[src/rtl/msix_pkg.sv]
`timescale 1ns/1ps
// Shared types for the MSI-X controller: the outgoing message and the
// word selector inside one 16-byte vector slot.
package msix_pkg;
    typedef struct packed {
        logic [63:0] addr;
        logic [31:0] data;
    } msix_msg_t;

    typedef enum logic [1:0] {
        W_ADDR_LO = 2'd0,
        W_ADDR_HI = 2'd1,
        W_DATA    = 2'd2,
        W_VCTL    = 2'd3
    } msix_word_e;
endpackage

[src/rtl/msix_ctl.sv]
`timescale 1ns/1ps
// Control bits of the capability: enable and function-wide mask.
// Assumes the byte written is byte 1 of the message control word.
module msix_ctl (
    input  logic       clk,
    input  logic       rst_n,
    input  logic       wr,
    input  logic [7:0] wdata,
    output logic [7:0] ctl_byte,
    output logic       fn_mask,
    output logic       intx_clr
);
    localparam logic [7:0] WMASK = 8'hC0;

    logic [7:0] ctl_q;
    logic       intx_q;

    // Keep the writable bits and flag a legacy-line drop on enabling writes.
    always_ff @(posedge clk) begin
        if (!rst_n) begin
            ctl_q  <= '0;
            intx_q <= 1'b0;
        end else begin
            intx_q <= wr & wdata[7];
            if (wr) ctl_q <= wdata & WMASK;
        end
    end

    assign ctl_byte = ctl_q;
    assign fn_mask  = ~ctl_q[7] | ctl_q[6];
    assign intx_clr = intx_q;

    AST_INTX_WHEN_ENABLED: assert property (@(posedge clk) disable iff (!rst_n)
        intx_clr |-> ctl_byte[7]);
endmodule

[src/rtl/msix_vec_table.sv]
`timescale 1ns/1ps
// Vector table storage: address, payload and mask flag per vector.
// Assumes the caller only asserts wr_en for an in-range, checked access.
module msix_vec_table
    import msix_pkg::*;
#(
    parameter int NUM_VEC = 8,
    parameter int IDX_W   = 3
) (
    input  logic               clk,
    input  logic               rst_n,
    input  logic               wr_en,
    input  logic [IDX_W-1:0]   wr_idx,
    input  msix_word_e         wr_word,
    input  logic [31:0]        wr_data,
    input  logic [IDX_W-1:0]   rd_idx,
    input  msix_word_e         rd_word,
    output logic [31:0]        rd_data,
    output logic [NUM_VEC-1:0] vmask,
    output msix_msg_t          ent_msg [NUM_VEC]
);
    logic [31:0]        lo_q [NUM_VEC];
    logic [31:0]        hi_q [NUM_VEC];
    logic [31:0]        dat_q [NUM_VEC];
    logic [NUM_VEC-1:0] mask_q;

    // Reset clears every slot and masks every vector; writes update one word.
    always_ff @(posedge clk) begin
        for (int v = 0; v < NUM_VEC; v++) begin
            if (!rst_n) begin
                lo_q[v]   <= '0;
                hi_q[v]   <= '0;
                dat_q[v]  <= '0;
                mask_q[v] <= 1'b1;
            end else if (wr_en && wr_idx == IDX_W'(v)) begin
                case (wr_word)
                    W_ADDR_LO: lo_q[v]   <= wr_data;
                    W_ADDR_HI: hi_q[v]   <= wr_data;
                    W_DATA:    dat_q[v]  <= wr_data;
                    default:   mask_q[v] <= wr_data[0];
                endcase
            end
        end
    end

    // Read one word of the selected slot.
    always_comb begin
        case (rd_word)
            W_ADDR_LO: rd_data = lo_q[rd_idx];
            W_ADDR_HI: rd_data = hi_q[rd_idx];
            W_DATA:    rd_data = dat_q[rd_idx];
            default:   rd_data = {31'd0, mask_q[rd_idx]};
        endcase
    end

    // Present every slot as a ready-made message.
    always_comb begin
        for (int v = 0; v < NUM_VEC; v++) begin
            ent_msg[v] = '{addr: {hi_q[v], lo_q[v]}, data: dat_q[v]};
        end
    end

    assign vmask = mask_q;

    AST_MASKED_AFTER_RESET: assert property (@(posedge clk) disable iff (!rst_n)
        $rose(rst_n) |-> &vmask);
endmodule

[src/rtl/msix_use_cnt.sv]
`timescale 1ns/1ps
// Per-vector use counters kept by device logic. A counter saturates at
// both ends; reaching zero through a decrement signals a pending release.
module msix_use_cnt #(
    parameter int NUM_VEC = 8,
    parameter int CNT_W   = 4,
    parameter int IDX_W   = 3
) (
    input  logic               clk,
    input  logic               rst_n,
    input  logic               inc,
    input  logic               dec,
    input  logic [IDX_W-1:0]   idx,
    output logic [NUM_VEC-1:0] in_use,
    output logic [NUM_VEC-1:0] release_v
);
    logic [CNT_W-1:0] cnt [NUM_VEC];

    // Step the selected counter, never wrapping.
    always_ff @(posedge clk) begin
        for (int v = 0; v < NUM_VEC; v++) begin
            if (!rst_n) begin
                cnt[v] <= '0;
            end else if (idx == IDX_W'(v)) begin
                if (inc && !dec && cnt[v] != '1)      cnt[v] <= cnt[v] + 1'b1;
                else if (dec && !inc && cnt[v] != '0) cnt[v] <= cnt[v] - 1'b1;
            end
        end
    end

    for (genvar g = 0; g < NUM_VEC; g++) begin : g_vec
        assign in_use[g]    = cnt[g] != '0;
        assign release_v[g] = dec & ~inc & (idx == IDX_W'(g)) & (cnt[g] == CNT_W'(1));

        AST_DEC_AT_ZERO: assert property (@(posedge clk) disable iff (!rst_n)
            (dec && !inc && idx == IDX_W'(g) && cnt[g] == '0) |=> cnt[g] == '0);
    end
endmodule

[src/rtl/msix_sched.sv]
`timescale 1ns/1ps
// Pending flags, send queue and message output register. Assumes vmask is
// the effective mask and req_hit only flags live, in-use vectors.
module msix_sched
    import msix_pkg::*;
#(
    parameter int NUM_VEC = 8,
    parameter int IDX_W   = 3
) (
    input  logic               clk,
    input  logic               rst_n,
    input  logic [NUM_VEC-1:0] vmask,
    input  logic [NUM_VEC-1:0] req_hit,
    input  logic [NUM_VEC-1:0] pend_drop,
    input  msix_msg_t          ent_msg [NUM_VEC],
    input  logic               msg_ready,
    output logic [NUM_VEC-1:0] pend,
    output logic               msg_valid,
    output msix_msg_t          msg_out
);
    logic [NUM_VEC-1:0] mask_q, sendq, unmask, pick_oh;
    logic [IDX_W-1:0]   pick;
    logic               load;

    assign unmask = mask_q & ~vmask & pend;
    assign load   = (~msg_valid | msg_ready) & (|sendq);

    // Choose the lowest queued vector.
    always_comb begin
        pick = '0;
        for (int v = NUM_VEC - 1; v >= 0; v--) begin
            if (sendq[v]) pick = IDX_W'(v);
        end
    end
    assign pick_oh = load ? (NUM_VEC'(1) << pick) : '0;

    // Track masks, park masked requests and queue sendable vectors.
    always_ff @(posedge clk) begin
        if (!rst_n) begin
            mask_q <= '1;
            pend   <= '0;
            sendq  <= '0;
        end else begin
            mask_q <= vmask;
            pend   <= (pend & ~unmask & ~pend_drop) | (req_hit & vmask);
            sendq  <= (sendq & ~pick_oh) | unmask | (req_hit & ~vmask);
        end
    end

    // Offer one message at a time, holding it until accepted.
    always_ff @(posedge clk) begin
        if (!rst_n) begin
            msg_valid <= 1'b0;
            msg_out   <= '0;
        end else if (load) begin
            msg_valid <= 1'b1;
            msg_out   <= ent_msg[pick];
        end else if (msg_ready) begin
            msg_valid <= 1'b0;
        end
    end

    AST_MSG_HOLD: assert property (@(posedge clk) disable iff (!rst_n)
        (msg_valid && !msg_ready) |=> (msg_valid && $stable(msg_out)));
    AST_PEND_ONLY_MASKED: assert property (@(posedge clk) disable iff (!rst_n)
        1'b1 |=> ((pend & ~$past(pend) & ~$past(vmask)) == '0));
endmodule

[src/rtl/msix_vec_ctrl.sv]
`timescale 1ns/1ps
// MSI-X controller top: access decode for the table and pending windows,
// request filtering and wiring of control, table, counters and scheduler.
// Assumes NUM_VEC is between 2 and 2048 and ADDR_W covers both windows.
module msix_vec_ctrl
    import msix_pkg::*;
#(
    parameter int NUM_VEC = 8,
    parameter int CNT_W   = 4,
    parameter int ADDR_W  = 12,
    localparam int IDX_W  = $clog2(NUM_VEC),
    localparam int REQ_W  = IDX_W + 1
) (
    input  logic              clk,
    input  logic              rst_n,
    input  logic              reg_wr,
    input  logic              reg_rd,
    input  logic              reg_sel,
    input  logic [ADDR_W-1:0] reg_addr,
    input  logic [2:0]        reg_size,
    input  logic [31:0]       reg_wdata,
    output logic [31:0]       reg_rdata,
    output logic              reg_err,
    input  logic              ctl_wr,
    input  logic [7:0]        ctl_wdata,
    output logic [15:0]       ctl_rdata,
    input  logic              req_valid,
    input  logic [REQ_W-1:0]  req_vec,
    input  logic              use_inc,
    input  logic              use_dec,
    input  logic [REQ_W-1:0]  use_vec,
    output logic              msg_valid,
    input  logic              msg_ready,
    output logic [63:0]       msg_addr,
    output logic [31:0]       msg_data,
    output logic              intx_clr
);
    localparam int PBA_WORDS = ((NUM_VEC + 63) / 64) * 2;
    localparam int PW_W      = $clog2(PBA_WORDS);

    logic [ADDR_W-5:0]         ent_full;
    logic [ADDR_W-3:0]         pw_full;
    logic                      shape_ok, range_ok, acc_ok;
    logic [31:0]               tbl_word, pba_word;
    logic [PBA_WORDS*32-1:0]   pend_pad;
    logic [7:0]                ctl_byte;
    logic                      fn_mask, use_ok, req_ok;
    logic [NUM_VEC-1:0]        vmask, vmask_eff, in_use, release_v, req_hit, pend;
    msix_msg_t                 ent_msg [NUM_VEC];
    msix_msg_t                 msg_out;

    // Classify the register access.
    assign ent_full = reg_addr[ADDR_W-1:4];
    assign pw_full  = reg_addr[ADDR_W-1:2];
    assign shape_ok = (reg_size == 3'd4) && (reg_addr[1:0] == 2'b00);
    assign range_ok = reg_sel ? (pw_full < (ADDR_W-2)'(PBA_WORDS))
                              : (ent_full < (ADDR_W-4)'(NUM_VEC));
    assign acc_ok   = shape_ok & range_ok;
    assign reg_err  = (reg_wr | reg_rd) & ~acc_ok;

    // Pick the read word from the pending flags.
    assign pend_pad  = (PBA_WORDS*32)'(pend);
    assign pba_word  = pend_pad[{pw_full[PW_W-1:0], 5'd0} +: 32];
    assign reg_rdata = (reg_rd && acc_ok) ? (reg_sel ? pba_word : tbl_word) : 32'd0;
    assign ctl_rdata = {ctl_byte, 8'd0} | 16'(NUM_VEC - 1);

    // Filter use-count updates and interrupt requests.
    assign use_ok = use_vec < REQ_W'(NUM_VEC);
    assign req_ok = req_valid && (req_vec < REQ_W'(NUM_VEC));
    always_comb begin
        for (int v = 0; v < NUM_VEC; v++) begin
            req_hit[v] = req_ok && (req_vec[IDX_W-1:0] == IDX_W'(v)) && in_use[v];
        end
    end
    assign vmask_eff = vmask | {NUM_VEC{fn_mask}};

    msix_ctl u_ctl (
        .clk(clk), .rst_n(rst_n), .wr(ctl_wr), .wdata(ctl_wdata),
        .ctl_byte(ctl_byte), .fn_mask(fn_mask), .intx_clr(intx_clr)
    );

    msix_vec_table #(.NUM_VEC(NUM_VEC), .IDX_W(IDX_W)) u_table (
        .clk(clk), .rst_n(rst_n),
        .wr_en(reg_wr & acc_ok & ~reg_sel), .wr_idx(ent_full[IDX_W-1:0]),
        .wr_word(msix_word_e'(reg_addr[3:2])), .wr_data(reg_wdata),
        .rd_idx(ent_full[IDX_W-1:0]), .rd_word(msix_word_e'(reg_addr[3:2])),
        .rd_data(tbl_word), .vmask(vmask), .ent_msg(ent_msg)
    );

    msix_use_cnt #(.NUM_VEC(NUM_VEC), .CNT_W(CNT_W), .IDX_W(IDX_W)) u_use (
        .clk(clk), .rst_n(rst_n), .inc(use_inc & use_ok), .dec(use_dec & use_ok),
        .idx(use_vec[IDX_W-1:0]), .in_use(in_use), .release_v(release_v)
    );

    msix_sched #(.NUM_VEC(NUM_VEC), .IDX_W(IDX_W)) u_sched (
        .clk(clk), .rst_n(rst_n), .vmask(vmask_eff), .req_hit(req_hit),
        .pend_drop(release_v), .ent_msg(ent_msg), .msg_ready(msg_ready),
        .pend(pend), .msg_valid(msg_valid), .msg_out(msg_out)
    );

    assign msg_addr = msg_out.addr;
    assign msg_data = msg_out.data;

    AST_BAD_SIZE_REJECTED: assert property (@(posedge clk) disable iff (!rst_n)
        ((reg_wr || reg_rd) && reg_size != 3'd4) |-> reg_err);
endmodule

[config.mk]
export PLATFORM = sky130hd
export DESIGN_NAME = msix_vec_ctrl
export DESIGN_NICKNAME = d
export VERILOG_FILES = /design/src/rtl/msix_pkg.sv /design/src/rtl/msix_ctl.sv /design/src/rtl/msix_vec_table.sv /design/src/rtl/msix_use_cnt.sv /design/src/rtl/msix_sched.sv /design/src/rtl/msix_vec_ctrl.sv
export SDC_FILE = /design/constraint.sdc
export NUM_CORES = 2
export LEC_CHECK = 0
export BUFFER_PORTS_ARGS = -buffer_cell sky130_fd_sc_hd__buf_2
export CAP_MARGIN = 30
export CORE_MARGIN = 2
export CORE_UTILIZATION = 55
export CTS_CLUSTER_DIAMETER = 150
export CTS_CLUSTER_SIZE = 8
export DETAILED_ROUTE_END_ITERATION = 12
export HOLD_SLACK_MARGIN = 0.15
export PLACE_DENSITY_LB_ADDON = 0.2
export SLEW_MARGIN = 20
export SYNTH_ARGS = -nofsm -noshare
export SYNTH_HDL_FRONTEND = slang
export SYNTH_SLANG_ARGS = --single-unit
export TNS_END_PERCENT = 5
[constraint.sdc]
create_clock -name clk -period 4.9 [get_ports clk]
set_clock_uncertainty 0.2 [all_clocks]
set_input_delay 0 -clock clk [delete_from_list [all_inputs] [get_ports clk]]
set_output_delay 0 -clock clk [all_outputs]
set_load 0.1 [all_outputs]
==> results by group <==
Run status
  • Run status: complete, no violations

Logic synthesis
  • Post-Syn Instances: 3647
  • Synth unique cells: 70
  • Dominant cell type by area after synthesis: edfxtp_1
  • Synth top area cells: edfxtp_1 51%, mux4_2 11%, and2_1 10%
  • Ys Warns: 0
  • Most frequent cell after synthesis: edfxtp_1
  • Main synth FF type: edfxtp_1
  • Sequential area share after synthesis: 56.1%
  • Post-synth top cells: 800 x edfxtp_1, 771 x and2_1, 272 x clkbuf_1
  • Syn avg cell area: 13.0 um^2
  • Synth Register Bits: 932
  • Asr flop ratio synth: 0%
  • Cell area after synthesis: 47600 um^2
  • Post-synth EDFFs: 800
  • Synth top area share: 50.5%

Routing
  • ANT nets after route: 0
  • Drt pass-1 iters: 6
  • Detailed Route WL: 159000 um
  • DR vias: 34600
  • DRC Markers: 0
  • Initial DRC count: 4942
  • Vias per cell: 6.85
  • WL per Instance: 31.3 um

Power and ir drop
  • Worst vdd ir: 0.000338 V
  • Clock power frac: 45.1%
  • NetSw: 0.00458 W
  • P_leak: 19.8 nW
  • Combinational fraction of design power: 7.3%
  • Sw frac: 23.8%
  • Sequential share of power: 47.5%
  • Pint: 0.0147 W
  • PD cells: 353 nW/um^2

Timing
  • Slew Viols, Final: 0
  • Final period utilization: 90.4%
  • Tmin final: 4.43 ns
  • Final worst slack: 0.471 ns
  • Relative slew slack: 24.6%
  • Fin Setup TNS: 0 ns
  • Final hold violation count: 0
  • Worst Tran Pin Value: 1.13 ns
  • Peak Freq: 226 MHz
  • Final setup viols: 0
  • RSZ-0062 raised after global routing: no

Global route
  • GRT met1 Usage: 47.9%
  • Vias in the first global route: 34400
  • Global Route Usage Sum: 35.6%
  • M3 GR Usage: 9.01%
  • Total gr overflow: 0
  • Global-route wire length before repair: 230000 um
  • Largest net degree at the start of global routing: 141
  • Initial antenna violation count: 8
  • Gr busiest metal: met2
  • GR Util met2: 55.0%

Clock tree
  • CTS max path bufs: 3
  • Sink Count: 932
  • Clock transition at the registers of the reported paths: 0.05 ns
  • Num CTS Buffers: 134
  • CTS H-Tree Depth: 4
  • Clock root cell: clkbuf_16
  • CTS tree: yes
  • CTS resizes: 0
  • Clk_lat worst skew: 0.72 ns

Placed design
  • Pre-CTS setup slack: 0.855 ns
  • Buffers on Ports: 199
  • Placed standard-cell area: 49800 um^2
  • GPL Wtd Cong: 0.887
  • DP HPWL: 89900 um

Worst setup path
  • Critical Path RT: 5.07 ns
  • Critical Path AT: 4.60 ns
  • Top cell by count, worst path: dlygate4sd3_1
  • Slowest cell delay on critical path: 0.67 ns
  • Startpoint Class: input pin
  • Crit-path cells: dlygate4sd3_1 > buf_2 > nor4b_1 > dlygate4sd3_1 > nor2b_1 > dlygate4sd3_1 > nand4_1 > dlygate4sd3_1 > buf_4 > o21ai_4 > buf_4
  • Critical path class: in -> reg
  • Critical-path top delay cell: dlygate4sd3_1
  • Crit end category: flip-flop
  • CP Max Fanout: 16

Layout
  • Filler instances: 6397
  • Sequential cell area: 26700 um^2
  • Multi-input logic area: 19500 um^2
  • N_diodes: 0
  • Synth-to-Final Area Change: 15.0%
  • Final core utilization: 64.0%
  • Final nets: 3922
  • Final std cell area, no fill: 54700 um^2
  • Layout cells sized above 1: 20.1%

Hold path
  • Worst Hold Class: in -> reg

Job
  • Max-cap violations: 0

Floorplanning
  • Starting Density: 55.7%
  • Core box area: 85400 um^2
  • Rows: 107
  • Die area: 88800 um^2
  • # IOs: 220
  • Die width: 298 um
  • Die Y: 298 um
power groups by stage:
stage          registers [W]  clock network (W)  logic (W)
3_3_place_gp         0.00928                  0    0.00131
3_5_place_dp         0.00931                  0    0.00133
4_1_cts              0.00916            0.00874    0.00138
2_1_floorplan        0.00926                  0   0.000851
6_report             0.00916            0.00870    0.00142
5_1_grt              0.00920            0.00907    0.00147
path summary, 6_finish.rpt:
kind,cells after the start,startpoint,to,slack (ns)
worst min register to register,1,u_sched.msg_out[1],u_sched.msg_out[1],0.26
worst max register to register,6,u_sched.sendq[0],u_sched.sendq[7],1.16
worst min-delay path,6,req_vec[0],u_sched.pend[5],0.21
worst max-delay path,11,reg_size[0],u_table.lo_q[1][5],0.47
worst max-delay path: cells and delay by family:
kind                   cells  cell delay (ns)
AOI/OAI and AO/OA          1             0.36
buffers and inverters      7             3.19
and+or+nand+nor            3             1.04
cell type report:
type | count | area share [%]
clock inverters | 15 | 0.448
multi-input cells | 2289 | 35.6
well taps | 1144 | 2.62
repair buffers | 399 | 5.37
inverters | 62 | 0.426
flip-flops and latches | 932 | 48.8
clock buffers | 217 | 6.74
state kept, by name, indices dropped and copies added (netlist names):
register / count
u_ctl.intx_clr: 1
u_sched.msg_out: 96
u_sched.pend: 8
u_table.lo_q: 256
u_use.cnt: 32
u_table.dat_q: 256
u_ctl.ctl_byte: 2
u_table.vmask: 8
u_sched.sendq: 8
u_sched.msg_valid: 1
u_table.hi_q: 256
u_sched.mask_q: 8
metrics by stage:
stage	std cells	hold WS (ns)	power (W)
after floorplan	3659	-0.0541	0.0101
final	5058	0.214	0.0193
after global placement	4725	0.0462	0.0106
after global routing	5058	0.239	0.0197
after CTS	5051	0.150	0.0193
after detailed placement	4728	0.0531	0.0106
cells in the final DEF (no fill, tap or decap), drive strengths merged, types with 20 or more instances in the layout:
cell type and count:
mux4 224, buf 308, and2 771, a21oi 77, clkbuf 217, dlygate4sd3 91
o22ai 24, a32o 71, a32oi 38, o21ai 120, mux2i 95, edfxtp 800
dfxtp 132, a221oi 95, ha 31, a22oi 20, inv 70, a221o 146
nand2 162, nor2 125, nand3 71
timing repair:
item	in CTS	in global routing
setup buffers	0	6
endpoints found under the setup margin	0	17
endpoints found under the hold margin	1004	0
hold buffers	91	0
metal layers:
metal | up-vias | wire, um | part of all wire, %
li1 | 14400 | - | -
met1 | 17300 | 58300 | 37
met2 | 2508 | 72300 | 46
met3 | 499 | 20700 | 13
met4 | 6 | 7290 | 4.6
met5 | - | 36 | 0.023
kinds of logic (layout without fill, tap and decap cells):
logic type	count (synthesis)	in the layout	synth area share, %
multiplexers	320	320	12.6
flip-flops	932	932	56.1
buffers and inverters	438	693	3.93
other	2	14	0.0158
AND/OR/NAND/NOR	1229	1229	14.6
AO/OA/AOI/OAI	695	695	12.0
adder cells (fa/ha/maj)	31	31	0.816
(Power assumes the default switching activity.)
